--- src/rtl/wsc_pkg.sv ---
package wsc_pkg;
  localparam int SYNC_STAGES = 2;

  typedef enum logic {
    WC_IDLE   = 1'b0,
    WC_ACTIVE = 1'b1
  } wc_state_e;
endpackage

--- src/rtl/wsc_sync.sv ---
module wsc_sync #(
  parameter int          W       = 1,
  parameter int          STAGES  = 2,
  parameter logic [W-1:0] RST_VAL = '0
) (
  input  logic         clk,
  input  logic         rst_n,
  input  logic [W-1:0] d,
  output logic [W-1:0] q
);
  logic [W-1:0] stage_q [STAGES];

  for (genvar s = 0; s < STAGES; s++) begin : g_stage
    if (s == 0) begin : g_first
      always_ff @(posedge clk or negedge rst_n) begin
        if (!rst_n) stage_q[s] <= RST_VAL;
        else        stage_q[s] <= d;
      end
    end else begin : g_next
      always_ff @(posedge clk or negedge rst_n) begin
        if (!rst_n) stage_q[s] <= RST_VAL;
        else        stage_q[s] <= stage_q[s-1];
      end
    end
  end

  assign q = stage_q[STAGES-1];
endmodule

--- src/rtl/wsc_low_timer.sv ---
module wsc_low_timer #(
  parameter int MIN_LOW = 3
) (
  input  logic clk,
  input  logic rst_n,
  input  logic restart,
  input  logic run,
  output logic met
);
  localparam int CW = (MIN_LOW < 2) ? 1 : $clog2(MIN_LOW + 1);
  localparam logic [CW-1:0] LIMIT = CW'(MIN_LOW);

  logic [CW-1:0] cnt_q;

  always_ff @(posedge clk or negedge rst_n) begin
    if (!rst_n)                     cnt_q <= '0;
    else if (restart)               cnt_q <= CW'(1);
    else if (run && cnt_q < LIMIT)  cnt_q <= cnt_q + CW'(1);
  end

  assign met = (cnt_q >= LIMIT);
endmodule

--- src/rtl/strobe_write_capture.sv ---
module strobe_write_capture
  import wsc_pkg::*;
#(
  parameter int AW      = 15,
  parameter int DW      = 8,
  parameter int MIN_LOW = 3
) (
  input  logic          clk,
  input  logic          rst_n,
  input  logic          cs_n,
  input  logic          wstb_n,
  input  logic          ren_n,
  input  logic [AW-1:0] addr_in,
  input  logic [DW-1:0] data_in,
  input  logic          supply_low,
  input  logic          hv_enable,
  output logic          cmd_valid,
  output logic [AW-1:0] cmd_addr,
  output logic [DW-1:0] cmd_data,
  output logic          read_reset_req
);
  localparam int CTL_W = 5;
  localparam int BUS_W = AW + DW;

  logic [CTL_W-1:0] ctl_s;
  logic [BUS_W-1:0] bus_s;
  logic cs_s, wstb_s, oe_s, low_s, hv_s;
  logic [AW-1:0] addr_s;
  logic [DW-1:0] data_s;

  // control pins: strobes reset inactive (high), flags reset low
  wsc_sync #(.W(CTL_W), .STAGES(SYNC_STAGES), .RST_VAL(5'b11100)) u_ctl_sync (
    .clk(clk), .rst_n(rst_n),
    .d({cs_n, wstb_n, ren_n, supply_low, hv_enable}),
    .q(ctl_s)
  );

  // buses use the same depth so they stay aligned with the strobes
  wsc_sync #(.W(BUS_W), .STAGES(SYNC_STAGES), .RST_VAL('0)) u_bus_sync (
    .clk(clk), .rst_n(rst_n),
    .d({addr_in, data_in}),
    .q(bus_s)
  );

  assign {cs_s, wstb_s, oe_s, low_s, hv_s} = ctl_s;
  assign {addr_s, data_s} = bus_s;

  logic sel_s, sel_q;
  assign sel_s = !cs_s && !wstb_s;

  // power-up inhibit: arm only after the synchronizers filled and idle was seen
  logic [SYNC_STAGES-1:0] fill_q;
  logic armed_q;

  always_ff @(posedge clk or negedge rst_n) begin
    if (!rst_n) begin
      fill_q  <= '0;
      armed_q <= 1'b0;
      sel_q   <= 1'b0;
    end else begin
      fill_q <= {fill_q[SYNC_STAGES-2:0], 1'b1};
      sel_q  <= sel_s;
      if (fill_q[SYNC_STAGES-1] && !sel_s) armed_q <= 1'b1;
    end
  end

  wc_state_e state_q;
  logic start, in_cycle, stop, ok_q, len_met;
  logic [AW-1:0] cap_addr_q;

  assign in_cycle = (state_q == WC_ACTIVE);
  assign start    = (state_q == WC_IDLE) && armed_q && sel_s && !sel_q && oe_s && !low_s;
  assign stop     = in_cycle && !sel_s;

  wsc_low_timer #(.MIN_LOW(MIN_LOW)) u_timer (
    .clk(clk), .rst_n(rst_n),
    .restart(start),
    .run(in_cycle && sel_s),
    .met(len_met)
  );

  always_ff @(posedge clk or negedge rst_n) begin
    if (!rst_n) begin
      state_q    <= WC_IDLE;
      ok_q       <= 1'b0;
      cap_addr_q <= '0;
      cmd_valid  <= 1'b0;
      cmd_addr   <= '0;
      cmd_data   <= '0;
    end else begin
      cmd_valid <= 1'b0;
      if (start) begin
        state_q    <= WC_ACTIVE;
        ok_q       <= 1'b1;
        cap_addr_q <= addr_s;
      end else if (in_cycle) begin
        if (!oe_s || low_s) ok_q <= 1'b0;
        if (stop) begin
          state_q <= WC_IDLE;
          if (ok_q && oe_s && !low_s && hv_s && len_met) begin
            cmd_valid <= 1'b1;
            cmd_addr  <= cap_addr_q;
            cmd_data  <= data_s;
          end
        end
      end
    end
  end

  assign read_reset_req = low_s;
endmodule

--- config.mk ---
export PLATFORM = sky130hd
export DESIGN_NAME = strobe_write_capture
export DESIGN_NICKNAME = d
export VERILOG_FILES = /design/src/rtl/wsc_pkg.sv /design/src/rtl/wsc_sync.sv /design/src/rtl/wsc_low_timer.sv /design/src/rtl/strobe_write_capture.sv
export SDC_FILE = /design/constraint.sdc
export NUM_CORES = 1
export LEC_CHECK = 0
export ABC_CLOCK_PERIOD_IN_PS = 2400
export CORE_ASPECT_RATIO = 0.75
export CORE_MARGIN = 2
export CORE_UTILIZATION = 45
export CTS_CLUSTER_SIZE = 10
export DETAILED_ROUTE_END_ITERATION = 8
export PLACE_DENSITY = 0.67
export SLEW_MARGIN = 20
export SYNTH_ARGS = -nofsm -noshare
export SYNTH_HDL_FRONTEND = slang
export SYNTH_HIERARCHICAL = 1
export SYNTH_SLANG_ARGS = --single-unit
--- constraint.sdc ---
create_clock -name clk -period 2.4 [get_ports clk]
set_clock_uncertainty 0.05 [all_clocks]
set_input_delay 0.48 -clock clk [delete_from_list [all_inputs] [get_ports clk]]
set_output_delay 0.48 -clock clk [all_outputs]
set_load 0.02 [all_outputs]
**Word-level counts from Yosys, hierarchy flattened**

Index checks and enable logic that the tools add are counted.

- Flip-flop bits (word level): 103
- Bits of input ports: 30
- Output and inout port bits: 25
- Logic and storage cells: 57

- Add/subtract/negate cells: 1
- $lt $le $gt $ge: 2
- Mux-type cells: 12
- Bitwise operators: 2
- Reduce and logical (&&, ||, !) cells: 26

Operators with widths:

| operator | number |
|---|---|
| $logic_and A1 B1 Y1 | 14 |
| $mux W1 | 10 |
| $logic_not A1 Y1 | 6 |
| $reduce_bool A2 Y1 | 3 |
| $mux W2 | 2 |
| $reduce_and A4 Y1 | 1 |
| $add A2 B1 Y2 const B | 1 |
| $ge A2 B2 Y1 const B | 1 |
| $lt A2 B2 Y1 const B | 1 |
| $not A1 Y1 | 2 |
| $reduce_and A2 Y1 | 1 |
| $logic_or A1 B1 Y1 | 1 |

**Longest topological paths before layout**

- Depth after elaboration: 8
- Mapped depth: 7
- Mapped depth without buffers: 5

**By module**

Netlist, hierarchy kept.

Modules (own cells, without submodules):

| module | instances | cells an instance | area an instance (um^2) | sequential area each (um^2) |
|---|---|---|---|---|
| strobe_write_capture | 1 | 102 | 1694.1 | 1126.1 |
| wsc_sync at u_bus_sync | 1 | 69 | 1323.8 | 1151.1 |
| wsc_sync at u_ctl_sync | 1 | 15 | 295.3 | 257.7 |
| wsc_low_timer | 1 | 10 | 118.9 | 50.0 |

**Worst setup path after synthesis**

OpenSTA, ideal clock, no wires.

- Path type: register to register
- Start point: register u_ctl_sync.stage_q (netlist bit u_ctl_sync/q[2])
- End point: register cmd_addr[0]
- Library setup time: 0.125 ns
- Arrival: 1.612 ns
- Required time: 2.225 ns
- Path slack: 0.613 ns
- Stages on the path, launching flop included: 6
- Path buffers: 2
- Period minus slack after synthesis: 1.787 ns
- Path through: dfstp_2 > buf_4 > nor2b_2 > nor3b_4 > buf_6 > mux2_2

- Cells in the longest elaborated chain, start to end: 5
- Elaborated cells between the ends (all ways): 8
- Classes of those cells: 1 x bitwise; 7 x reduce/logical

RTL lines:

| item | line | text |
|---|---|---|
| from (decl) | wsc_sync.sv:11 | `logic [W-1:0] stage_q [STAGES];` |
| from (signal, indexed assignment) | wsc_sync.sv:22 | `else stage_q[s] <= stage_q[s-1];` |
| $logic_and A1 B1 Y1 (4 in a row) | strobe_write_capture.sv:100 | `if (ok_q && oe_s && !low_s && hv_s && len_met) begin` |
| $reduce_and A4 Y1 (no source line) (*) | -- |  |
| to (signal assigned) | strobe_write_capture.sv:102 | `cmd_addr <= cap_addr_q;` |
| to (decl) | strobe_write_capture.sv:18 | `output logic [AW-1:0] cmd_addr,` |

Every way passes the cells marked *; elsewhere a longest branch is shown, timed or not.
A chain may end at the register's enable or synchronous reset.

**Final worst setup path**

- Start point: register cmd_addr[1]
- End point: output cmd_addr[1]

No word-level cell between the ends.

==> impl_metrics.json <==
{
  "status": "finished clean",
  "cp-end-kind": "output pin",
  "synth_area_per_cell_sq_um": 17.51,
  "ant_nets": 0,
  "hold_path.class": "input pin to async pin",
  "busiest_layer": "met2",
  "rsz0062_at_grt": "false",
  "globalRouteMet2Util": 0.1870,
  "place.gp.congestion": 0.6781,
  "crit_required_ns": 1.87,
  "ys_seq_elements": 103,
  "syn-cell-area_sq_um": 3432,
  "crit_slowest_cell": "clkdlybuf4s50_1",
  "final_cell_mix": "dfrtp_1 (97), clkdlybuf4s50_1 (53), mux2_2 (37), clkbuf_8 (9), dfstp_2 (6)",
  "multiInputGateArea_sq_um": 598.1,
  "ctsLongestPathBuffers": 2,
  "clk_latency_ns": 0.36,
  "met3_usage": 0.07265,
  "drv_slew": 0,
  "grt_max_degree": 49,
  "worstSetupPathType": "flip-flop to output pin",
  "nets": 265,
  "met1_usage": 0.1625,
  "synth_cell_types": 24,
  "worstPathMaxFanout": 2,
  "regArea_sq_um": 2585,
  "stdcell_area_sq_um": 4140,
  "area_delta_synth_final_pct": 20.63,
  "grt_pass1_vias": 1574,
  "synthCells": 196,
  "die_x_microns": 104.8,
  "clk_pin_slew_ns": 0.10,
  "wl_microns": 4713,
  "ir_drop_mv": 0.3583,
  "cts_resized": 0,
  "timing.final.ws_setup_ns": 0.4979,
  "start_util": 0.4660,
  "num_vias": 1517,
  "row_count": 27,
  "period_needed_ns": 1.902,
  "cp.arrival_ns": 1.37,
  "num-fill-cells": 621,
  "cts_setup_buffers": 0,
  "crit_path_start_kind": "flip-flop",
  "mostFrequentLayoutCell": "dfrtp_1",
  "slew-limit-headroom": 0.5881,
  "tightest_slew_ns": 0.6179,
  "worstPathCellList": "clkdlybuf4s50_1",
  "dp_slack_ns": 0.5589,
  "setup_viol": 0,
  "max-cap-violations": 0,
  "grtUsageTotal": 0.1296,
  "cts_tree": "built",
  "p_per_area_nw_per_um2": 802.3,
  "seq_area_frac_synth": 0.7532,
  "fmax_ghz": 0.5257,
  "whs_ns": 0.08949,
  "placed_cells": 324,
  "cts_sinks": 103,
  "overflow": 0,
  "dpl_cell_area_sq_um": 3914,
  "num_antenna_cells": 0,
  "fin_util": 0.5622,
  "setup-tns-final_ns": 0,
  "io_buffer_count": 54,
  "antenna_found_initial": 0,
  "power.total_mw": 3.322,
  "slowest_delay_ns": 0.62,
  "die-area_sq_um": 8348,
  "core_sq_um": 7365,
  "crit_family": "buffers and inverters",
  "hold_viol": 0,
  "via_per_inst": 4.462,
  "numCtsBuffers": 9,
  "cts_max_level": 3,
  "p_leak_nw": 1.873,
  "fp.dieH_microns": 79.63,
  "drive_above_1_share": 0.2887,
  "hpwl_microns": 3081,
  "first_pass_iters": 2,
  "drcViolationCount": 0,
  "grt_pass1_wl_microns": 7914,
  "syn-num-nets": 227,
  "drt-wirelength-per-cell_microns": 13.86,
  "drtIter0Drc": 44,
  "cts_root_buf": "clkbuf_8",
  "yosys_warnings": 6,
  "cts.hold.buffers_added": 0,
  "period_share": 0.7926,
  "final_cells": 340,
  "path_buf_inv": 1,
  "io_pins": 55
}
==> cells in the mapped netlist, drive strengths merged <==
| library cell | number | share of area |
|---|---|---|
| inv | 3 | 0.0033 |
| nand2 | 3 | 0.0033 |
| nor2 | 3 | 0.0055 |
| mux2i | 1 | 0.0029 |
| ha | 1 | 0.0036 |
| nor2b | 3 | 0.0084 |
| nor3b | 1 | 0.0055 |
| buf | 31 | 0.069 |
| nand4 | 2 | 0.0080 |
| conb | 1 | 0.0011 |
| o21ai | 3 | 0.0044 |
| nand2b | 2 | 0.0036 |
| mux2 | 38 | 0.12 |
| dfstp | 6 | 0.046 |
| nand4bb | 1 | 0.0033 |
| dfrtp | 97 | 0.71 |
==> path summary, 6_finish.rpt <==
kind | startpoint | to | slack [ns] | cells after the start
max | cmd_addr[1] | cmd_addr[1] | 0.50 | 1
max in group asynchronous | rst_n | cmd_data[6] | 1.65 | 2
min | rst_n | sel_q | 0.09 | 1
min reg2reg | u_bus_sync/stage_q[23] | u_bus_sync/q[0] | 0.30 | 0
min in group clk | u_bus_sync/stage_q[23] | u_bus_sync/q[0] | 0.30 | 0
max reg2reg | u_timer/cnt_q[0] | cmd_addr[13] | 0.55 | 5
==> power by group <==
part	total (mW)	switching, mW	internal (mW)
logic	0.207	0.0837	0.123
clock network	1.19	0.586	0.602
registers	1.93	0.0563	1.87
total	3.32	0.726	2.60
==> flip-flops by register name, indices dropped and copies added, names as in the netlist, 2 cells and up <==
register            cells
u_bus_sync/q           23
u_bus_sync/stage_q     23
cap_addr_q             15
cmd_addr               15
cmd_data                8
u_ctl_sync/q            5
u_ctl_sync/stage_q      5
fill_q                  2
u_timer/cnt_q           2
==> routing by layer <==
metal	vias up	share of wire
met5	-	0
met4	0	0.0079
met3	2	0.064
met2	35	0.48
met1	789	0.44
li1	691	-
==> cell families (layout without fill, tap and decap cells) <==
| family | after synthesis | after routing | synth area share |
|---|---|---|---|
| multiplexers | 39 | 39 | 0.1276 |
| adder cells (fa/ha/maj) | 1 | 1 | 0.003645 |
| AND/OR/NAND/NOR | 15 | 15 | 0.03755 |
| other | 1 | 1 | 0.001093 |
| AO/OA/AOI/OAI | 3 | 3 | 0.004373 |
| flip-flops | 103 | 103 | 0.7532 |
| buffers and inverters | 34 | 77 | 0.07255 |
==> layout make-up <==
class                      count  area share
tap                          101     0.03052
clock buffer                   9     0.02992
sequential                   103      0.6244
timing repair buffer          58      0.1432
inverter                       3    0.002720
multi-input combinational     59      0.1445
clock inverter                 7     0.02478
No activity file was read; power rests on OpenSTA's default activity.
